`src/rtl/cfg_ldr_pkg.sv`:
```
package cfg_ldr_pkg;
  typedef enum logic [1:0] {
    MODE_SERIAL  = 2'd0,
    MODE_PAR     = 2'd1,
    MODE_PAR_SEC = 2'd2,
    MODE_RSVD    = 2'd3
  } cfg_mode_e;

  typedef enum logic [2:0] {
    ST_IDLE,
    ST_NCFG_LOW,
    ST_NCFG_WAIT,
    ST_FETCH,
    ST_CLK_LOW,
    ST_CLK_HIGH,
    ST_TAIL_LOW,
    ST_FINAL
  } cfg_state_e;

  localparam int SEC_EXTRA_PULSES = 3;
endpackage

```
`src/rtl/cfg_ldr_timer.sv`:
```
module cfg_ldr_timer #(
  parameter int W = 12
) (
  input  logic         clk,
  input  logic         rst,
  input  logic         load,
  input  logic [W-1:0] cycles,
  output logic         expired
);
  logic [W-1:0] cnt;

  always_ff @(posedge clk) begin
    if (rst) begin
      cnt <= '0;
    end else if (load) begin
      cnt <= cycles - 1'b1;
    end else if (cnt != '0) begin
      cnt <= cnt - 1'b1;
    end
  end

  assign expired = (cnt == '0);
endmodule

```
`src/rtl/cfg_ldr_lane.sv`:
```
module cfg_ldr_lane #(
  parameter int DW = 8
) (
  input  logic          clk,
  input  logic          rst,
  input  logic          load,
  input  logic          shift,
  input  logic          serial,
  input  logic [DW-1:0] byte_i,
  output logic [DW-1:0] data_o,
  output logic          last_o
);
  localparam int BW = (DW > 1) ? $clog2(DW) : 1;

  logic [DW-1:0] shreg;
  logic [BW-1:0] idx;

  always_ff @(posedge clk) begin
    if (rst) begin
      shreg  <= '0;
      idx    <= '0;
      data_o <= '0;
    end else if (load) begin
      shreg  <= byte_i;
      idx    <= '0;
      data_o <= serial ? {{(DW-1){1'b0}}, byte_i[0]} : byte_i;
    end else if (shift) begin
      shreg  <= shreg >> 1;
      idx    <= idx + 1'b1;
      data_o <= {{(DW-1){1'b0}}, shreg[1]};
    end
  end

  assign last_o = !serial || (idx == BW'(DW-1));
endmodule

```
`src/rtl/fpga_cfg_loader.sv`:
```
module fpga_cfg_loader #(
  parameter int CLK_FREQ_HZ = 125_000_000,
  parameter int RESET_US    = 5,
  parameter int WAIT_US     = 100,
  parameter int HALF_CYCLES = 2,
  parameter int DW          = 8,
  parameter int CNT_W       = 32
) (
  input  logic             clk,
  input  logic             rst,
  input  logic             start_i,
  input  logic [1:0]       mode_i,
  input  logic [CNT_W-1:0] byte_count_i,
  input  logic [DW-1:0]    s_data_i,
  input  logic             s_valid_i,
  output logic             s_ready_o,
  output logic             ncfg_o,
  output logic             dclk_o,
  output logic [DW-1:0]    data_o,
  input  logic             nstatus_i,
  input  logic             conf_done_i,
  output logic             busy_o,
  output logic             done_o,
  output logic             error_o,
  output logic             abort_o,
  output logic [CNT_W-1:0] bytes_sent_o
);
  import cfg_ldr_pkg::*;

  localparam int CYC_PER_US = CLK_FREQ_HZ / 1_000_000;
  localparam int RST_RAW    = CYC_PER_US * RESET_US;
  localparam int WAIT_RAW   = CYC_PER_US * WAIT_US;
  localparam int RST_CYC    = (RST_RAW < 1) ? 1 : RST_RAW;
  localparam int WAIT_CYC   = (WAIT_RAW < 1) ? 1 : WAIT_RAW;
  localparam int HALF_CYC   = (HALF_CYCLES < 1) ? 1 : HALF_CYCLES;
  localparam int MAX_A      = (RST_CYC > WAIT_CYC) ? RST_CYC : WAIT_CYC;
  localparam int MAX_CYC    = (MAX_A > HALF_CYC) ? MAX_A : HALF_CYC;
  localparam int TMR_W      = $clog2(MAX_CYC + 1);
  localparam int EXW        = $clog2(SEC_EXTRA_PULSES + 1);

  cfg_state_e       st;
  logic [1:0]       mode_q;
  logic [CNT_W-1:0] total_q;
  logic [EXW-1:0]   extra_q;
  logic             tmr_load;
  logic [TMR_W-1:0] tmr_val;
  logic             tmr_exp;
  logic             lane_load;
  logic             lane_shift;
  logic             lane_last;
  logic             start_ok;
  logic             all_sent;
  logic             is_serial;
  logic             is_secure;

  assign start_ok  = (byte_count_i != '0) && (cfg_mode_e'(mode_i) != MODE_RSVD);
  assign all_sent  = (bytes_sent_o == total_q);
  assign is_serial = (cfg_mode_e'(mode_q) == MODE_SERIAL);
  assign is_secure = (cfg_mode_e'(mode_q) == MODE_PAR_SEC);

  assign s_ready_o  = (st == ST_FETCH) && !all_sent && nstatus_i;
  assign lane_load  = s_ready_o && s_valid_i;
  assign lane_shift = (st == ST_CLK_HIGH) && tmr_exp && !lane_last;

  // timer reload strobes follow the state transitions below
  always_comb begin
    tmr_load = 1'b0;
    tmr_val  = TMR_W'(HALF_CYC);
    unique case (st)
      ST_IDLE: begin
        if (start_i && start_ok) begin
          tmr_load = 1'b1;
          tmr_val  = TMR_W'(RST_CYC);
        end
      end
      ST_NCFG_LOW: begin
        if (tmr_exp) begin
          tmr_load = 1'b1;
          tmr_val  = TMR_W'(WAIT_CYC);
        end
      end
      ST_FETCH:    tmr_load = all_sent || lane_load;
      ST_CLK_LOW:  tmr_load = tmr_exp;
      ST_CLK_HIGH: tmr_load = tmr_exp && (!lane_last || (extra_q != '0));
      ST_TAIL_LOW: begin
        if (tmr_exp) begin
          tmr_load = 1'b1;
          tmr_val  = TMR_W'(WAIT_CYC);
        end
      end
      default: tmr_load = 1'b0;
    endcase
  end

  always_ff @(posedge clk) begin
    if (rst) begin
      st           <= ST_IDLE;
      mode_q       <= '0;
      total_q      <= '0;
      extra_q      <= '0;
      ncfg_o       <= 1'b1;
      dclk_o       <= 1'b0;
      busy_o       <= 1'b0;
      done_o       <= 1'b0;
      error_o      <= 1'b0;
      abort_o      <= 1'b0;
      bytes_sent_o <= '0;
    end else begin
      abort_o <= 1'b0;
      unique case (st)
        ST_IDLE: begin
          if (start_i) begin
            done_o <= 1'b0;
            if (start_ok) begin
              error_o      <= 1'b0;
              busy_o       <= 1'b1;
              ncfg_o       <= 1'b0;
              bytes_sent_o <= '0;
              total_q      <= byte_count_i;
              mode_q       <= mode_i;
              st           <= ST_NCFG_LOW;
            end else begin
              error_o <= 1'b1;
            end
          end
        end
        ST_NCFG_LOW: begin
          if (tmr_exp) begin
            ncfg_o <= 1'b1;
            st     <= ST_NCFG_WAIT;
          end
        end
        ST_NCFG_WAIT: begin
          if (tmr_exp) st <= ST_FETCH;
        end
        ST_FETCH: begin
          if (all_sent) begin
            st <= ST_TAIL_LOW;
          end else if (!nstatus_i) begin
            error_o <= 1'b1;
            abort_o <= 1'b1;
            busy_o  <= 1'b0;
            st      <= ST_IDLE;
          end else if (s_valid_i) begin
            extra_q <= is_secure ? EXW'(SEC_EXTRA_PULSES) : '0;
            st      <= ST_CLK_LOW;
          end
        end
        ST_CLK_LOW: begin
          if (tmr_exp) begin
            dclk_o <= 1'b1;
            st     <= ST_CLK_HIGH;
          end
        end
        ST_CLK_HIGH: begin
          if (tmr_exp) begin
            dclk_o <= 1'b0;
            if (!lane_last) begin
              st <= ST_CLK_LOW;
            end else if (extra_q != '0) begin
              extra_q <= extra_q - 1'b1;
              st      <= ST_CLK_LOW;
            end else begin
              bytes_sent_o <= bytes_sent_o + 1'b1;
              st           <= ST_FETCH;
            end
          end
        end
        ST_TAIL_LOW: begin
          if (tmr_exp) begin
            dclk_o <= 1'b1;
            st     <= ST_FINAL;
          end
        end
        ST_FINAL: begin
          if (tmr_exp) begin
            dclk_o <= 1'b0;
            busy_o <= 1'b0;
            st     <= ST_IDLE;
            if (conf_done_i) begin
              done_o <= 1'b1;
            end else begin
              error_o <= 1'b1;
              abort_o <= 1'b1;
            end
          end
        end
        default: st <= ST_IDLE;
      endcase
    end
  end

  cfg_ldr_timer #(.W(TMR_W)) timer_i (
    .clk     (clk),
    .rst     (rst),
    .load    (tmr_load),
    .cycles  (tmr_val),
    .expired (tmr_exp)
  );

  cfg_ldr_lane #(.DW(DW)) lane_i (
    .clk    (clk),
    .rst    (rst),
    .load   (lane_load),
    .shift  (lane_shift),
    .serial (is_serial),
    .byte_i (s_data_i),
    .data_o (data_o),
    .last_o (lane_last)
  );
endmodule

```
`config.mk`:
```
export PLATFORM = sky130hd
export DESIGN_NAME = fpga_cfg_loader
export DESIGN_NICKNAME = d
export VERILOG_FILES = /design/src/rtl/cfg_ldr_pkg.sv /design/src/rtl/cfg_ldr_timer.sv /design/src/rtl/cfg_ldr_lane.sv /design/src/rtl/fpga_cfg_loader.sv
export SDC_FILE = /design/constraint.sdc
export NUM_CORES = 1
export LEC_CHECK = 0
export ABC_AREA = 1
export BUFFER_PORTS_ARGS = -buffer_cell sky130_fd_sc_hd__buf_2
export CORE_UTILIZATION = 30
export DETAILED_ROUTE_END_ITERATION = 8
export RECOVER_POWER = 25
export SETUP_SLACK_MARGIN = 0.1
export SKIP_CTS_REPAIR_TIMING = 1
export SLEW_MARGIN = 20
export SYNTH_ARGS = -nofsm -noshare
export SYNTH_HDL_FRONTEND = slang
export SYNTH_SLANG_ARGS = --single-unit
```
`constraint.sdc`:
```
create_clock -name clk -period 3.1 [get_ports clk]
set_input_delay 0.62 -clock clk [delete_from_list [all_inputs] [get_ports clk]]
set_output_delay 0.62 -clock clk [all_outputs]
set_load 0.03 [all_outputs]
```
Word level (Yosys, flattened, before mapping) --
Cells that the tools add are included.
Word-level totals: flip-flop bits (word level) 110, latch bits 0, RAM bits 0, ROM bits 0, input bits 48, word-level logic and storage cells 160, memories 0
Operators by class: $add $sub $neg 5, multiply operators 0, divide/modulo/power cells 0, $lt $le $gt $ge 0, eq/ne operators 31, shift operators 0, multiplexer cells 68, bitwise gates (word level) 0, reductions and logical operators 41
Operators by type and width (number):
- $mux 32 | 5
- $pmux 32 s2 | 1
- $mux 14 | 3
- $mux 8 | 5
- $mux 3 | 13
- $ne 2x2->1 const B | 17
- $add 32x1->32 const B | 1
- $eq 32x32->1 | 1
- $reduce_bool 32->1 | 1
- $pmux 14 s2 | 1
- $sub 14x1->14 const B | 2
- $pmux 3 s8 | 1
- $mux 1 | 23
- $reduce_and 6->1 | 3
- $reduce_bool 2->1 | 8
- $eq 3x3->1 const B | 5
- $logic_not 14->1 | 1
- $mux 2 | 7
- $reduce_bool 14->1 | 1
- $mux 10 | 1
- $reduce_and 9->1 | 1
- $logic_and 1x1->1 | 8
- $pmux 1 s2 | 4
- $reduce_and 4->1 | 2
- other kinds (18) | 30

Longest topological paths before layout --
Gate-level depths: netlist of the first run.
word-level depth 8, depth in mapped cells 19, depth with buffers taken out 19

Modules after synthesis --
From an unflattened synthesis of the first run, not the netlist that was laid out.
Second synthesis, totals: cells, all modules 1026, area total of the unflattened synthesis 6454.9 sq um
By module, submodules not included:
- fpga_cfg_loader | times used 1, cells an instance 722, area an instance 4528.1 sq um, seq. area each 1541.5 sq um
- cfg_ldr_timer | times used 1, cells an instance 197, area an instance 1123.6 sq um, seq. area each 280.3 sq um
- cfg_ldr_lane | times used 1, cells an instance 107, area an instance 803.3 sq um, seq. area each 360.3 sq um

Least setup slack after synthesis of the first run --
OpenSTA, ideal clock, no wires.
kind flip-flop to flip-flop, start reg bytes_sent_o[19], end reg timer_i.cnt[12], arrival 2278 ps, data required time 2972 ps, path slack 694 ps, stages on the path, launching flop included 17, buffers on the path 1, period minus slack after synthesis 2406 ps, cells stage by stage dfxtp_1 -> buf_2 -> xnor2_1 -> nand2_1 -> nor2_1 -> nand2_1 -> nor2_4 -> nand3_4 -> nand3_4 -> inv_2 -> a21oi_2 -> ha_1 -> nand2_1 -> nor2_2 -> nand3_1 -> nand3_1 -> nor2_1
On the way: word-level cells in the longest chain between the ends 8, elaborated cells on any way between the ends 9
RTL lines:
- from (decl) | RTL line fpga_cfg_loader.sv:26 | output logic [CNT_W-1:0] bytes_sent_o
- from (signal assigned) | RTL line fpga_cfg_loader.sv:164 | bytes_sent_o <= bytes_sent_o + 1'b1;
- $eq 32x32->1 * | RTL line fpga_cfg_loader.sv:57 | assign all_sent = (bytes_sent_o == total_q);
- $logic_not 1->1 | RTL line fpga_cfg_loader.sv:61 | assign s_ready_o = (st == ST_FETCH) && !all_sent && nstatus_i;
- $logic_and 1x1->1 (2 in a row) | RTL line fpga_cfg_loader.sv:61
- $logic_and 1x1->1 | RTL line fpga_cfg_loader.sv:62 | assign lane_load = s_ready_o && s_valid_i;
- $logic_or 1x1->1 * | RTL line fpga_cfg_loader.sv:82 | ST_FETCH: tmr_load = all_sent || lane_load;
- $pmux 1 s5 * | RTL line fpga_cfg_loader.sv:69 | unique case (st)
- $mux 14 or $reduce_bool 2->1 (tied branches)
- to (signal assigned) | RTL line cfg_ldr_timer.sv:16 | cnt <= cycles - 1'b1;
- to (signal assigned) | RTL line cfg_ldr_timer.sv:18 | cnt <= cnt - 1'b1;
- to (decl) | RTL line cfg_ldr_timer.sv:10 | logic [W-1:0] cnt;
Every way passes the cells marked *; elsewhere a longest branch is shown, timed or not. A chain may end at the register's enable or synchronous reset.

Worst setup path after layout of the first run --
start reg bytes_sent_o[24], end reg timer_i.cnt[12]
The elaborated chain is that of the path after synthesis.

==> metrics.md, run 1 <==
| Metric | Value |
|---|---|
| Fin. max-slew vios | `0` |
| Drc violations | `0` |
| WL final | `17,700 um` |
| Most common cell on crit path | `nand2_1` |
| PortBufs | `94` |
| CP delay by family, top | `simple AND/OR/NAND/NOR gates` |
| Nets@finish | `1,061` |
| I/O pin total | `95` |
| Hold Path End | `error_o` |
| Post-synthesis cell area | `0.00610 mm2` |
| Die area | `0.0209 mm2` |
| Final setup viols | `0` |
| Critical path type | `reg -> reg` |
| Initial Utilization | `0.309` |
| Vias in the first global route | `5,481` |
| Post-DP HPWL | `13,600 um` |
| Share of cells above drive strength 1 | `0.149` |
| Hold path cells | `2` |
| Reg2reg start | `bytes_sent_o[24]` |
| Status | `finished, final reports clean` |
| Highest clock rate | `364 MHz` |
| Clk_skew | `5.83 ps` |
| Total Power | `4.83 mW` |
| Core ar. | `0.0197 mm2` |
| WP data required | `3320 ps` |
| Die width | `145 um` |
| Post-route insts no fill | `1,276` |
| Final min period | `2750 ps` |
| Leakage | `2.74 nW` |
| R2R Setup Slk | `350 ps` |
| Yosys reg bits | `109` |
| PD cells | `679 mW/mm2` |
| Worst path max stage delay | `510 ps` |
| Die Span Y | `145 um` |
| Vias | `6,106` |
| Net Count, Synth | `971` |
| Initial antenna violation count | `0` |
| EDFF count, synth | `0` |
| First-pass GRT wire length | `27,900 um` |
| Distinct cells, synth | `41` |
| Depth of the worst register-to-register path | `16` |
| Site Rows | `51` |
| CTS H-tree depth | `3` |
| Worst Hold Class | `reg -> reg` |
| Antenna diodes | `0` |
| Final setup TNS | `0 ps` |
| Total gr overflow | `0` |
| Worst skew pair latency | `350 ps` |
| CP max FO | `13` |
| Routed wire per std cell | `13.9 um` |
| CP startpoint kind | `flop` |
| Initial detailed-routing violation count | `438` |
| Logic pwr share | `0.393` |
| Hold Path Origin | `error_o` |
| GP Congestion | `0.935` |
| Arr. time, crit path | `2970 ps` |
| WP buf/inv | `1` |
| Crit. End Element | `flop` |
| CTS Buf Count | `9` |
| Clock tree sinks | `109` |
| Power share of the sequential group | `0.358` |
| Max-capacitance violation count | `0` |
| Clock Pin Slew Worst Setup and Hold Paths | `70 ps` |
| Placed Instances | `1,262` |
| Sw frac | `0.406` |
| Period Utilization, post-route | `0.887` |
| DR pass1 iterations | `5` |
| Commonest register cell after synthesis | `dfxtp_1` |
| YS warnings | `0` |
| Pint | `2.87 mW` |
| Seq/Total Area, Yosys | `0.358` |
| CTS root buffer | `clkbuf_16` |
| Clk pwr share | `0.249` |
| Peak VDD IR | `0.360 mV` |
| Crit-path slowest cell | `dfxtp_1` |
| Clock tree buffer depth | `2` |
| Slew @ Worst Pin | `648 ps` |
| Synthesized instance count | `918` |
| Unrepaired setup endpoints after global routing | `no` |
| Reg2reg end | `timer_i.cnt[12]` |
| NetSw | `1.97 mW` |
| Vias/cell | `4.79` |
| Total GRT Usage | `0.174` |
| Remaining antenna violation count | `0` |
| Synthesized area per cell | `6.64 um2` |
| Largest net degree at the start of global routing | `52` |
| Final Hold Viols | `0` |
| CTS tree | `yes` |
| CP Cell Sequence | `nand2_1 -> nand2_1 -> nand2_1 -> nor2_1 -> nand2_1 -> nor2_4 -> nand3_4 -> nand3_4 -> inv_2 -> a21oi_2 -> ha_1 -> nand2_1 -> nor2_2 -> nand3_1 -> nand3_1 -> nor2_1` |
| Slew HR | `0.564` |
| Asr flop ratio synth | `0` |
| Area growth syn-to-layout | `16.7%` |
power groups by stage:
stage          Sequential, mW  Combinational, mW  Clock, mW
6_report                 1.73               1.90       1.21
5_1_grt                  1.75               2.15       1.28
4_1_cts                  1.73               1.91       1.23
3_5_place_dp             1.76               1.90          0
3_3_place_gp             1.76               1.90          0
2_1_floorplan            1.76               1.43          0
layout make-up:
cell class / count / area, um2
flip-flops and latches: 109 / 2180
multi-input cells: 681 / 3400
fillers: 2162 / 12600
well taps: 265 / 332
inverters: 98 / 368
repair buffers: 109 / 539
clock inverters: 1 / 30.0
clock buffers: 13 / 270
synthesized netlist by cell type, types with 2 or more instances:
cell / number / area (um2)
nand4_1: 19 / 119
nand2_1: 257 / 965
nor3_4: 2 / 32.5
xor2_1: 11 / 96.3
buf_6: 2 / 22.5
ha_1: 5 / 62.6
nand2_2: 9 / 56.3
buf_4: 2 / 15.0
nor4_1: 11 / 68.8
o21ai_1: 6 / 30.0
inv_1: 74 / 278
o21ai_0: 38 / 190
o31ai_1: 2 / 15.0
nand3_2: 2 / 20.0
nand3b_1: 2 / 15.0
dfxtp_1: 109 / 2180
a21oi_2: 2 / 17.5
a31oi_1: 12 / 75.1
xnor2_1: 23 / 201
nor2_1: 96 / 360
o21ai_2: 2 / 17.5
buf_2: 8 / 40.0
nor2_4: 7 / 78.8
nor3_2: 4 / 40.0
clkbuf_1: 18 / 67.6
nor3_1: 26 / 130
nand3_1: 35 / 175
nand3_4: 2 / 35.0
nor2_2: 9 / 56.3
a21oi_1: 90 / 450
inv_2: 23 / 86.3
cell usage in the layout, fill, tap and decap left out, drive strengths merged, types with 12 or more instances in the layout:
master / instances
nand2: 266
nand4: 20
nor2: 112
clkbuf: 48
nand3: 39
a21oi: 93
xnor2: 23
o21ai: 46
a31oi: 12
inv: 97
dfxtp: 109
buf: 74
nor3: 32
cells by family after synthesis:
family          Yosys count  share of synthesized area
compound gates          156                      0.137
simple gates            486                      0.362
flops                   109                      0.358
xor+xnor                 34                     0.0488
buf+inv                 128                     0.0841
fa+ha+maj                 5                     0.0103
stage by stage:
stage | instance area (um2) | hold WS [ps] | util | setup slack, ps
after floorplan | 6100 | 433 | - | 694
after global placement | 6870 | 440 | 0.348 | 386
after detailed placement | 6870 | 439 | 0.348 | 342
after CTS | 7170 | 451 | 0.364 | 388
after global routing | 7120 | 484 | 0.361 | 122
final | 7120 | 450 | 0.361 | 350
sequential cells by signal, indices dropped and copies added (netlist names), 2 cells and up:
register       flops
bytes_sent_o      32
extra_q            2
lane_i.data_o      7
lane_i.idx         3
lane_i.shreg       8
mode_q             2
st                 3
timer_i.cnt       14
total_q           32
routing by layer:
layer | vias up | global-route usage | part of all wire | wire length (um)
li1 | 3165 | - | - | -
met3 | 32 | 0.0318 | 0.056 | 988
met4 | 0 | 0.0765 | 0.027 | 470
met1 | 2742 | 0.224 | 0.45 | 8020
met2 | 167 | 0.282 | 0.46 | 8210
met5 | - | 0 | 0 | 0
how the worst max path moves through the flow:
stage | slack, ps | from | to | cells after the start
after floorplan | 690 | bytes_sent_o[19] | timer_i.cnt[12] | 16
after global placement | 390 | byte_count_i[14] | timer_i.cnt[12] | 16
after detailed placement | 340 | byte_count_i[15] | timer_i.cnt[12] | 16
after CTS | 390 | bytes_sent_o[24] | timer_i.cnt[12] | 16
after global routing | 120 | bytes_sent_o[24] | timer_i.cnt[12] | 16
final | 350 | bytes_sent_o[24] | timer_i.cnt[12] | 16
worst register-to-register path: stages (launching register included):
cell and delay (ps):
dfxtp_1 510, nand2_1 90, nand2_1 80, nand2_1 50, nor2_1 120, nand2_1 120
nor2_4 200, nand3_4 190, nand3_4 180, inv_2 90, a21oi_2 170, ha_1 300
nand2_1 140, nor2_2 170, nand3_1 80, nand3_1 100, nor2_1 40
No activity file was read; power rests on OpenSTA's default activity.
==> run 2: changes to the inputs <==
--- a/config.mk
+++ b/config.mk
@@ -5,7 +5,6 @@
 export SDC_FILE = /design/constraint.sdc
 export NUM_CORES = 1
 export LEC_CHECK = 0
-export ABC_AREA = 1
 export BUFFER_PORTS_ARGS = -buffer_cell sky130_fd_sc_hd__buf_2
 export CORE_UTILIZATION = 30
 export DETAILED_ROUTE_END_ITERATION = 8
==> run 2 against run 1 <==
  * Count of clock-buffer cells in the layout shrank 3
  * Flip-flop and latch count is the same
  * Largest power group is now registers
  * Clock power shrank 4%
  * Fmax shrank 2.8%
  * Clock skew grew 3.2 ps
  * Cell area shrank 8.0%
  * Area after synthesis shrank 14%
  * Non-clock buffer count grew 31
  * Combinational power shrank 16%
  * Highest routed layer unchanged
  * Sequential share of layout area grew 3.2 points
  * Sequential power is essentially flat
  * Die area shrank 13%
==> metrics.md, run 2 <==
| Metric | Value |
|---|---|
| Highest clock rate | `354 MHz` |
| Die Span Y | `135 um` |
| Unrepaired setup endpoints after global routing | `yes` |
| Yosys reg bits | `109` |
| Total Power | `4.47 mW` |
| CTS H-tree depth | `3` |
| GP Congestion | `0.851` |
| CTS tree | `yes` |
| Routed wire per std cell | `15.2 um` |
| Largest regs | `bytes_sent_o x32, total_q x32, timer_i.cnt x14` |
| Clock Pin Slew Worst Setup and Hold Paths | `80 ps` |
| Remaining antenna violation count | `0` |
| DR pass1 iterations | `4` |
| Fin worst setup slack | `272 ps` |
| Most frequent cells in the layout | `nand2_1 (112), dfxtp_1 (83), nor2_1 (65), a21oi_1 (61), buf_2 (55)` |
| Post-DP HPWL | `11,400 um` |
| Clock tree sinks | `109` |
| Arr. time, crit path | `3070 ps` |
| Fin. max-slew vios | `0` |
| Yosys top cell by area | `dfxtp_1` |
| Post-synthesis cell area | `0.00527 mm2` |
| Synthesized instance count | `655` |
| Total gr overflow | `0` |
| Crit-path slowest cell | `dfxtp_2` |
| Worst setup path startpoint | `bytes_sent_o[0]` |
| I/O pin total | `95` |
| Initial antenna violation count | `0` |
| Final non-filler cell area | `0.00655 mm2` |
| Asr flop ratio synth | `0` |
| CTS root buffer | `clkbuf_16` |
| YS warnings | `0` |
| PortBufs | `94` |
| Initial Utilization | `0.306` |
| Nets@finish | `825` |
| Most frequent cell after synthesis | `nand2_1` |
| Vias | `4,965` |
| Drc violations | `0` |
| Share of the synthesized area in the top cell type | `0.414` |
| Filler Cells Inserted | `1,805` |
| CP startpoint kind | `flop` |
| Leakage | `2.59 nW` |
| Die width | `135 um` |
| Final min period | `2830 ps` |
| Clk_skew | `9.04 ps` |
| Seq/Total Area, Yosys | `0.414` |
| Antenna diodes | `0` |
| Final Hold Viols | `0` |
| Status | `finished, final reports clean` |
| Max-capacitance violation count | `0` |
| WP data required | `3340 ps` |
| Share of cells above drive strength 1 | `0.212` |
| WP buf/inv | `2` |
| Core ar. | `0.0172 mm2` |
| WL final | `15,200 um` |
| PD cells | `682 mW/mm2` |
| EDFF count, synth | `0` |
| First-pass GRT wire length | `24,500 um` |
| Vias in the first global route | `4,673` |
| Crit. End Element | `flop` |
| Peak VDD IR | `0.290 mV` |
| Hold Path Origin | `lane_i.data_o[7]` |
| CP max FO | `6` |
| Die area | `0.0181 mm2` |
| Site Rows | `48` |
| Commonest register cell after synthesis | `dfxtp_1` |
| Vias/cell | `4.96` |
| CP delay by family, top | `simple AND/OR/NAND/NOR gates` |
| Distinct cells, synth | `52` |
| Area growth syn-to-layout | `24.2%` |
| Minimum hold slack | `466 ps` |
| Synthesized area per cell | `8.05 um2` |
| Net Count, Synth | `708` |
| Final setup TNS | `0 ps` |
| Worst Hold Class | `reg -> reg` |
| Critical path type | `reg -> reg` |
| CTS Buf Count | `9` |
| Initial detailed-routing violation count | `284` |
| Largest net degree at the start of global routing | `33` |
| Place WS | `-31.9 ps` |
| Clock tree buffer depth | `2` |
| Worst skew pair latency | `360 ps` |
| CP Cell Sequence | `xor2_1 -> nor4_2 -> nand4_1 -> buf_4 -> nor4_4 -> nor3b_2 -> a21oi_1 -> ha_1 -> inv_1 -> nor3b_2 -> o31ai_1 -> a211o_1 -> o311ai_0` |
| Slew @ Worst Pin | `1050 ps` |
| Period Utilization, post-route | `0.912` |
| Post-synth top cells | `nand2_1 (112), dfxtp_1 (109), nor2_1 (67)` |
| Worst path max stage delay | `380 ps` |
| Area post-placement | `0.00627 mm2` |
| Reg2reg start | `bytes_sent_o[0]` |
| Synth area leaders | `dfxtp_1 (41%), xor2_1 (8.5%), nand2_1 (8.0%)` |
| Most common cell on crit path | `nor3b_2` |
| Leading cell type in the layout, fill and taps excluded | `nand2_1` |
| Slew HR | `0.301` |
| Total GRT Usage | `0.173` |
| Final setup viols | `0` |
-- run 2: changes by cell type after synthesis, moves of 9 or more --
| cell | before | now |
|---|---|---|
| nor4_1 | 11 | 22 |
| xnor2_1 | 23 | 12 |
| nand2_2 | 9 | 0 |
| inv_1 | 74 | 16 |
| o21ai_0 | 38 | 16 |
| inv_2 | 23 | 0 |
| nor2_1 | 96 | 67 |
| xor2_1 | 11 | 51 |
| a21oi_1 | 90 | 61 |
| nor3_1 | 26 | 8 |
| nand2_1 | 257 | 112 |
-- run 2: layout make-up --
type	instances	area [um2]	area share
Clock buffer	10	229	0.0350
Timing Repair Buffer	140	767	0.117
Clock inverter	6	68.8	0.0105
Tap cell	225	282	0.0430
Multi-Input combinational cell	496	2930	0.447
Inverter	16	60.1	0.00917
Sequential cell	109	2220	0.338
-- run 2: logic make-up after synthesis --
group | Yosys count | share of synthesized area
compound gates | 123 | 0.147
xor+xnor | 63 | 0.105
fa+ha+maj | 5 | 0.0119
buf+inv | 50 | 0.0382
flops | 109 | 0.414
mux | 2 | 0.00427
simple gates | 303 | 0.280
-- run 2: through the flow --
| stage | util | cells |
|---|---|---|
| 2_1_floorplan | - | 655 |
| 3_3_place_gp | 0.364 | 986 |
| 3_5_place_dp | 0.364 | 986 |
| 4_1_cts | 0.381 | 1002 |
| 5_1_grt | 0.380 | 1002 |
| 6_report | 0.380 | 1002 |
-- run 2: tightest hold or removal path, cell delays in order (launching register included) --
cell,delay (ps)
dfxtp_1,310
nand3_1,60
a21oi_1,50
-- run 2: where the power goes --
part / internal (mW) / switching [mW] / leakage (nW) / total (mW)
logic: 0.645 / 0.942 / 1.55 / 1.59
clock network: 0.572 / 0.583 / 0.141 / 1.16
registers: 1.57 / 0.153 / 0.899 / 1.73
total: 2.79 / 1.68 / 2.59 / 4.47
-- run 2: metal layers --
| metal | vias up | routed length, um | track usage | part of all wire |
|---|---|---|---|---|
| met4 | 0 | 301 | 0.0587 | 0.020 |
| met3 | 17 | 601 | 0.0312 | 0.039 |
| li1 | 2530 | - | - | - |
| met2 | 103 | 6980 | 0.281 | 0.46 |
| met5 | - | 0 | 0 | 0 |
| met1 | 2315 | 7350 | 0.232 | 0.48 |
-- run 2: worst paths after layout --
kind              slack, ps  cells past startpoint          endpoint
hold / removal          470                      2  lane_i.data_o[7]
setup reg to reg        270                     13    timer_i.cnt[8]
setup / recovery        270                     13    timer_i.cnt[8]
hold reg to reg         470                      2  lane_i.data_o[7]
